==> src/rtl/plmc_pkg.sv <==
package plmc_pkg;
   localparam int unsigned TERMS      = 8;
   localparam int unsigned DATA_TERMS = 4;
   localparam int unsigned IDX_SET    = 4;
   localparam int unsigned IDX_RST    = 5;
   localparam int unsigned IDX_CLK    = 6;
   localparam int unsigned IDX_OE     = 7;

   typedef struct packed {
      logic set;
      logic rst;
      logic clk;
      logic oe;
      logic data;
   } ctl_s;
endpackage

==> src/rtl/plmc_and_term.sv <==
module plmc_and_term #(
   parameter int unsigned NL = 5
) (
   input  logic [NL-1:0] lits,
   input  logic [NL-1:0] need_one,
   input  logic [NL-1:0] need_zero,
   output logic          term
);
   if (NL < 2) begin : g_bad_nl
      $error("plmc_and_term: NL must be at least 2");
   end

   logic [NL-1:0] lit_ok;

   for (genvar j = 0; j < NL; j++) begin : g_lit
      assign lit_ok[j] = ~(need_one[j] & ~lits[j]) & ~(need_zero[j] & lits[j]);
   end

   assign term = &lit_ok;
endmodule

==> src/rtl/plmc_term_array.sv <==
module plmc_term_array #(
   parameter int unsigned NL = 5
) (
   input  logic [NL-1:0]                        lits,
   input  logic [plmc_pkg::TERMS*2*NL-1:0]      cfg,
   output logic [plmc_pkg::TERMS-1:0]           terms,
   output plmc_pkg::ctl_s                       ctl,
   output logic                                 pass_mode
);
   import plmc_pkg::*;

   localparam int unsigned STRIDE = 2 * NL;

   for (genvar k = 0; k < TERMS; k++) begin : g_term
      plmc_and_term #(.NL(NL)) u_term (
         .lits      (lits),
         .need_one  (cfg[k*STRIDE +: NL]),
         .need_zero (cfg[k*STRIDE + NL +: NL]),
         .term      (terms[k])
      );
   end

   assign ctl.data = |terms[DATA_TERMS-1:0];
   assign ctl.set  = terms[IDX_SET];
   assign ctl.rst  = terms[IDX_RST];
   assign ctl.clk  = terms[IDX_CLK];
   assign ctl.oe   = terms[IDX_OE];

   // pass-through when both control terms select nothing (true for all inputs)
   assign pass_mode = ~(|cfg[IDX_SET*STRIDE +: STRIDE]) & ~(|cfg[IDX_RST*STRIDE +: STRIDE]);
endmodule

==> src/rtl/plmc_state_reg.sv <==
module plmc_state_reg #(
   parameter bit HIST_INIT = 1'b1
) (
   input  logic clk,
   input  logic rst_n,
   input  logic set_t,
   input  logic rst_t,
   input  logic clk_t,
   input  logic d,
   input  logic load_n,
   input  logic pad_in,
   input  logic act_high,
   output logic q_store,
   output logic q_vis,
   output logic edge_seen
);
   logic hist_q;

   assign edge_seen = clk_t & ~hist_q;

   always_ff @(posedge clk or negedge rst_n) begin
      if (!rst_n) begin
         q_store <= 1'b0;
         hist_q  <= HIST_INIT;
      end else begin
         hist_q <= clk_t;
         if (rst_t)
            q_store <= 1'b0;
         else if (set_t)
            q_store <= 1'b1;
         else if (!load_n)
            q_store <= pad_in ^ ~act_high;
         else if (edge_seen)
            q_store <= d;
      end
   end

   // set and reset override the stored bit without waiting for an edge
   always_comb begin
      if (rst_t)
         q_vis = 1'b0;
      else if (set_t)
         q_vis = 1'b1;
      else
         q_vis = q_store;
   end
endmodule

==> src/rtl/plmc_out_stage.sv <==
module plmc_out_stage (
   input  logic clk,
   input  logic rst_n,
   input  logic pass_mode,
   input  logic d,
   input  logic q_vis,
   input  logic act_high,
   input  logic oe_t,
   input  logic ext_en_n,
   input  logic pad_in,
   output logic core,
   output logic pad_out,
   output logic pad_oe,
   output logic fb_out,
   output logic fb_lit
);
   assign core    = pass_mode ? d : q_vis;
   assign pad_out = core ^ ~act_high;
   assign pad_oe  = oe_t & ~ext_en_n;
   assign fb_out  = pad_oe ? pad_out : pad_in;

   always_ff @(posedge clk or negedge rst_n) begin
      if (!rst_n)
         fb_lit <= 1'b0;
      else
         fb_lit <= fb_out;
   end
endmodule

==> src/rtl/plmc_cell.sv <==
module plmc_cell #(
   parameter int unsigned N_IN = 4,
   parameter bit          HIST_INIT = 1'b1
) (
   input  logic                     clk,
   input  logic                     rst_n,
   input  logic [N_IN-1:0]          arr_in,
   input  logic [16*(N_IN+1)-1:0]   cfg_terms,
   input  logic                     cfg_act_high,
   input  logic                     ext_en_n,
   input  logic                     load_n,
   input  logic                     pad_in,
   output logic                     pad_out,
   output logic                     pad_oe,
   output logic                     fb_out
);
   import plmc_pkg::*;

   localparam int unsigned NL = N_IN + 1;

   if (N_IN < 1 || N_IN > 63) begin : g_bad_n_in
      $error("plmc_cell: N_IN must lie in 1..63");
   end
   if (TERMS * 2 * NL != 16 * NL) begin : g_bad_terms
      $error("plmc_cell: configuration width mismatch");
   end

   logic [NL-1:0]    lits;
   logic [TERMS-1:0] t_vec;
   ctl_s             ctl;
   logic             pass_mode;
   logic             q_store;
   logic             q_vis;
   logic             edge_seen;
   logic             core_v;
   logic             fb_lit;

   assign lits = {fb_lit, arr_in};

   plmc_term_array #(.NL(NL)) u_array (
      .lits      (lits),
      .cfg       (cfg_terms),
      .terms     (t_vec),
      .ctl       (ctl),
      .pass_mode (pass_mode)
   );

   plmc_state_reg #(.HIST_INIT(HIST_INIT)) u_state (
      .clk       (clk),
      .rst_n     (rst_n),
      .set_t     (ctl.set),
      .rst_t     (ctl.rst),
      .clk_t     (ctl.clk),
      .d         (ctl.data),
      .load_n    (load_n),
      .pad_in    (pad_in),
      .act_high  (cfg_act_high),
      .q_store   (q_store),
      .q_vis     (q_vis),
      .edge_seen (edge_seen)
   );

   plmc_out_stage u_out (
      .clk       (clk),
      .rst_n     (rst_n),
      .pass_mode (pass_mode),
      .d         (ctl.data),
      .q_vis     (q_vis),
      .act_high  (cfg_act_high),
      .oe_t      (ctl.oe),
      .ext_en_n  (ext_en_n),
      .pad_in    (pad_in),
      .core      (core_v),
      .pad_out   (pad_out),
      .pad_oe    (pad_oe),
      .fb_out    (fb_out),
      .fb_lit    (fb_lit)
   );
endmodule

==> config.mk <==
export PLATFORM = sky130hd
export DESIGN_NAME = plmc_cell
export DESIGN_NICKNAME = d
export VERILOG_FILES = /design/src/rtl/plmc_pkg.sv /design/src/rtl/plmc_and_term.sv /design/src/rtl/plmc_term_array.sv /design/src/rtl/plmc_state_reg.sv /design/src/rtl/plmc_out_stage.sv /design/src/rtl/plmc_cell.sv
export SDC_FILE = /design/constraint.sdc
export NUM_CORES = 1
export LEC_CHECK = 0
export BUFFER_PORTS_ARGS = -buffer_cell sky130_fd_sc_hd__buf_2
export CAP_MARGIN = 30
export CORE_AREA = 3 3 70 46
export DETAILED_ROUTE_END_ITERATION = 8
export DIE_AREA = 0 0 73 49
export PLACE_DENSITY_LB_ADDON = 0.12
export REMOVE_ABC_BUFFERS = 1
export SLEW_MARGIN = 20
export SYNTH_ARGS = -nofsm -noshare
export SYNTH_HDL_FRONTEND = slang
export SYNTH_SLANG_ARGS = --single-unit
==> constraint.sdc <==
create_clock -name clk -period 3.9 [get_ports clk]
set_input_delay 1.17 -clock clk [delete_from_list [all_inputs] [get_ports clk]]
set_output_delay 1.17 -clock clk [all_outputs]
set_load 0.005 [all_outputs]
### Word-level counts from Yosys, hierarchy flattened

Index checks and enable logic that the tools add are counted.

* bits in registers: 3
* input bits: 90
* output and inout port bits: 3
* logic and storage cells: 238

* equal/unequal tests: 1
* multiplexer cells: 8
* bitwise gates (word level): 215
* reductions and logical operators: 11

Operators with widths (count)
* $and 1x1->1: 123
* $not 1->1: 90
* $reduce_and 5->1: 8
* $reduce_or 10->1: 2
* $mux 1: 8
* $ne 4x1->1 const B: 1
* $reduce_or 4->1: 1
* $xor 1x1->1: 2

### Logic depth before layout (Yosys ltp)

* word-level depth: 10
* depth in mapped cells: 7
* depth with buffers taken out: 6

### Modules after synthesis

A second synthesis with hierarchy kept.

* cells, all modules: 85
* area total of the unflattened synthesis: 775.7 um2

Modules (own cells, without submodules)
* plmc_and_term: times used 8, cells each 7, area an instance 65.1 um2, seq. area each 0.0 um2
* plmc_state_reg: times used 1, cells each 10, area an instance 108.9 um2, seq. area each 51.3 um2
* plmc_term_array: times used 1, cells each 13, area an instance 81.3 um2, seq. area each 0.0 um2
* plmc_out_stage: times used 1, cells each 6, area an instance 65.1 um2, seq. area each 25.0 um2

### Least setup slack after synthesis

Ideal clock, no wire load.

* kind: input to output
* from: in arr_in[3]
* to: out fb_out
* arrival time: 2.297 ns
* required time: 2.730 ns
* setup slack: 0.433 ns
* cell stages on the path: 7
* path buffers: 1
* path through: buf_6 -> mux2i_1 -> nand4_1 -> nor3_4 -> o211ai_1 -> mux2_4 -> o211ai_2

* elaborated cells on any way between the ends: 50
* those cells by class: 4 x mux; 38 x bitwise; 8 x reduce/logical

RTL lines
* from (decl): line plmc_cell.sv:7 `input logic [N_IN-1:0] arr_in,`
* $not 1->1: line plmc_and_term.sv:16 `assign lit_ok[j] = ~(need_one[j] & ~lits[j]) & ~(need_zero[j] & lits[j]);`
* $and 1x1->1: line plmc_and_term.sv:16
* $not 1->1: line plmc_and_term.sv:16
* $and 1x1->1 *: line plmc_and_term.sv:16
* $reduce_and 5->1 *: line plmc_and_term.sv:19 `assign term = &lit_ok;`
* $and 1x1->1 *: line plmc_out_stage.sv:19 `assign pad_oe = oe_t & ~ext_en_n;`
* named net pad_oe: line plmc_cell.sv:14 `output logic pad_oe,`
* $mux 1 *: line plmc_out_stage.sv:20 `assign fb_out = pad_oe ? pad_out : pad_in;`
* to (decl): line plmc_cell.sv:15 `output logic fb_out`

Mark *: on every way through the listed nets, which the timed path passes. The rest lies on a longest branch.

### Worst setup path after layout

* from: in arr_in[1]
* to: out fb_out

* longest elaborated chain between the ends: 10
* elaborated cells on any way between the ends: 50
* those cells by class: 4 x mux; 38 x bitwise; 8 x reduce/logical

RTL lines
* $not 1->1: line plmc_and_term.sv:16
* $and 1x1->1: line plmc_and_term.sv:16
* $not 1->1: line plmc_and_term.sv:16
* $and 1x1->1: line plmc_and_term.sv:16
* $reduce_and 5->1: line plmc_and_term.sv:19
* $mux 1: line plmc_state_reg.sv:42 `else if (set_t)`
* $mux 1: line plmc_state_reg.sv:40 `if (rst_t)`
* $mux 1: line plmc_out_stage.sv:17 `assign core = pass_mode ? d : q_vis;`
* $xor 1x1->1: line plmc_out_stage.sv:18 `assign pad_out = core ^ ~act_high;`
* $mux 1 *: line plmc_out_stage.sv:20

Mark *: on every way between the ends. The rest lies on a longest branch, timed or not.

==> results.py <==
metrics = {
    "status": {
        "outcome": "complete, no violations",
    },
    "critical_path": {
        "crit_type": "primary input to primary output",
        "endpoint": "fb_out",
        "critPathCaptureType": "primary output",
        "regToRegSetupSlack_ns": 2.04,
        "slowest_stage": "mux2_4",
        "start_kind": "primary input",
        "r2r-start": "u_out.fb_lit",
        "slowest_delay_ns": 0.34,
        "cp_cell_sequence": "buf_2 > mux2i_1 > nand3_1 > o22ai_2 > o2111ai_2 > mux2_4 > o211ai_2 > buf_2",
        "r2r_cells": 6,
        "cp.arrival_ns": 2.63,
        "setup.worst_path.start": "arr_in[1]",
        "r2r_end": "u_out.fb_lit",
        "cp.required_ns": 2.73,
        "cp_common_cell": "buf_2",
        "crit_fanout": 7,
    },
    "timing": {
        "fmax_ghz": 0.2631,
        "setup_viol": 0,
        "drv_slew": 0,
        "worstMarginPinSlew_ns": 0.5278,
        "tns_ns": 0,
        "fin_ws_ns": 0.09858,
        "finClkSkew_ns": 0.002986,
        "period_minus_slack_ns": 3.801,
        "period_share": 0.9747,
        "hold_viol_final": 0,
        "slew_headroom": 0.6481,
    },
    "finish": {
        "fillers": 249,
        "nNetsFinal": 278,
        "multi_input_area_um2": 703.2,
        "area_growth_pct": 64.46,
        "final_core_util": 0.5379,
        "insertedDiodeCount": 0,
        "drive_gt1_frac": 0.5936,
        "seq_area_um2": 76.32,
    },
    "grt": {
        "track_usage": 0.1513,
        "gr-total-overflow": 0,
        "antenna_found_initial": 0,
        "grt_max_degree": 9,
        "first_global_vias": 1069,
        "grt_pass1_wl_mm": 4.388,
    },
    "floorplan": {
        "io_pins": 93,
        "chipHeight_um": 49,
        "die-width_um": 73,
        "core_area_um2": 2540,
        "num_rows": 14,
        "dieArea_um2": 3577,
        "start_util": 0.3271,
    },
    "cts": {
        "insertion_delay_ns": 0.21,
        "cts_max_level": 1,
        "cts-root-buf": "clkbuf_8",
        "clock_path_buffers": 2,
        "path_clk_slew_ns": 0.03,
        "hold_buffers": 0,
        "post_cts_buffers": 0,
        "cts_tree": "done",
        "cts.sinks": 3,
        "numCtsBuffers": 3,
    },
    "yosys": {
        "syn_area_um2": 830.8,
        "netlist_top_cells_count": "38 x mux2i_1, 10 x nand2_1, 5 x buf_6, 5 x nand3_1, 5 x nor4_1",
        "postSynthCellCount": 92,
        "ys.flop_type": "dfrtp_1",
        "yosysWarnings": 0,
        "synth_area_leaders": "mux2i_1 46%, buf_6 6.8%, dfrtp_1 6.0%",
        "synth.avg_cell_area_um2": 9.030,
        "synth-seq-cells": 3,
        "synth_edf_count": 0,
        "ys_types": 30,
        "ys_seq_area_frac": 0.09187,
        "synth-async-reset-ratio": 1.000,
        "yosys.area.top_type_share": 0.4578,
        "yosysMostFrequentCell": "mux2i_1",
        "synth_top_cell_by_area": "mux2i_1",
    },
    "pwr": {
        "ir_drop_v": 0.0001482,
        "p_leak_nw": 0.7686,
        "p_per_area_nw_per_um2": 178.0,
        "power_mw": 0.2432,
    },
    "detailed_routing": {
        "vias": 1061,
        "wl_mm": 2.996,
        "wl_per_cell_um": 13.68,
        "ant_nets": 0,
        "drt-pass1-iter-count": 2,
        "routed_via_density": 4.845,
        "drc": 0,
        "drt_iter0_markers": 11,
    },
    "place": {
        "gp_congestion": 0.7364,
        "dp_slack_ns": 0.01797,
        "port_buffers": 92,
        "dp_hpwl_mm": 2.677,
    },
    "worst_hold_path": {
        "hp-class": "primary input to asynchronous set/reset pin",
    },
    "flow_run": {
        "drv_cap": 0,
    },
}
## report_power, final
group	total [mW]	switching, mW	internal [mW]
registers	0.0382	0.00420	0.0340
clock network	0.0879	0.0184	0.0695
logic	0.117	0.0488	0.0683
## worst min-delay path by stage
| stage | start | to | slack (ns) | cells after the start |
|---|---|---|---|---|
| final | rst_n | u_state.q_store | 0.75 | 1 |
| after floorplan | u_state.q_store | u_state.q_store | 0.69 | 3 |
| after global placement | u_state.q_store | u_state.q_store | 0.74 | 3 |
| after CTS | rst_n | u_out.fb_lit | 0.75 | 1 |
| after global routing | rst_n | u_state.q_store | 0.74 | 1 |
| after detailed placement | u_state.q_store | u_state.q_store | 0.74 | 3 |
## placed cells by master (no fill, tap or decap), types with 2 or more instances in the layout
| master | synthesis | layout |
|---|---|---|
| buf_2 | 0 | 89 |
| buf_4 | 0 | 4 |
| clkbuf_4 | 0 | 3 |
| clkbuf_8 | 0 | 3 |
| dfrtp_1 | 2 | 2 |
| mux2_4 | 2 | 2 |
| mux2i_1 | 38 | 38 |
| nand2_1 | 10 | 10 |
| nand3_1 | 5 | 5 |
| nor4_1 | 5 | 5 |
| o22ai_2 | 1 | 2 |
| xnor2_1 | 2 | 2 |
## registers in the layout, indices dropped and copies added (netlist names)
name	flops
u_out.fb_lit	1
u_state.q_store	1
u_state.hist_q	1
## cell families after synthesis
group / after synthesis / synth area share
AND/OR/NAND/NOR: 31 / 0.2139
buffers and inverters: 6 / 0.07228
flip-flops: 3 / 0.09188
AO/OA/AOI/OAI: 9 / 0.09337
multiplexers: 41 / 0.5075
XOR/XNOR: 2 / 0.02109
## final cells by class
cell class / count / area share
repair buffers: 96 / 0.3645
inverters: 1 / 0.002747
flip-flops and latches: 3 / 0.05586
clock buffers: 4 / 0.03297
well taps: 32 / 0.02930
multi-input cells: 83 / 0.5147
## what timing repair did
action | 4_1_cts | 5_1_grt
hold endpoints to repair | 0 | 0
endpoints found under the setup margin | 0 | 2
resized for setup | 0 | 5
## per-stage QoR
stage	cell area, um^2	hold WS (ns)	instances
floorplan	774.5	0.6906	87
global route	1366	0.7437	219
detailed placement	1305	0.7410	215
finish	1366	0.7507	219
CTS	1350	0.7471	219
global placement	1305	0.7442	215
## worst max-delay path, delay by kind of cell
kind	cells	cell delay, ns
AO/OA/AOI/OAI	3	0.45
buffers and inverters	2	0.36
multiplexers	2	0.55
AND/OR/NAND/NOR	1	0.10
## layer usage
metal  GRT usage  up-vias  part of all wire
li1            -      550                 -
met1      0.1820      463              0.43
met2      0.2760       48              0.47
met3     0.04115        0             0.099
met4    0.009202        0                 0
met5           0        -                 0
No activity file was read; power rests on OpenSTA's default activity.
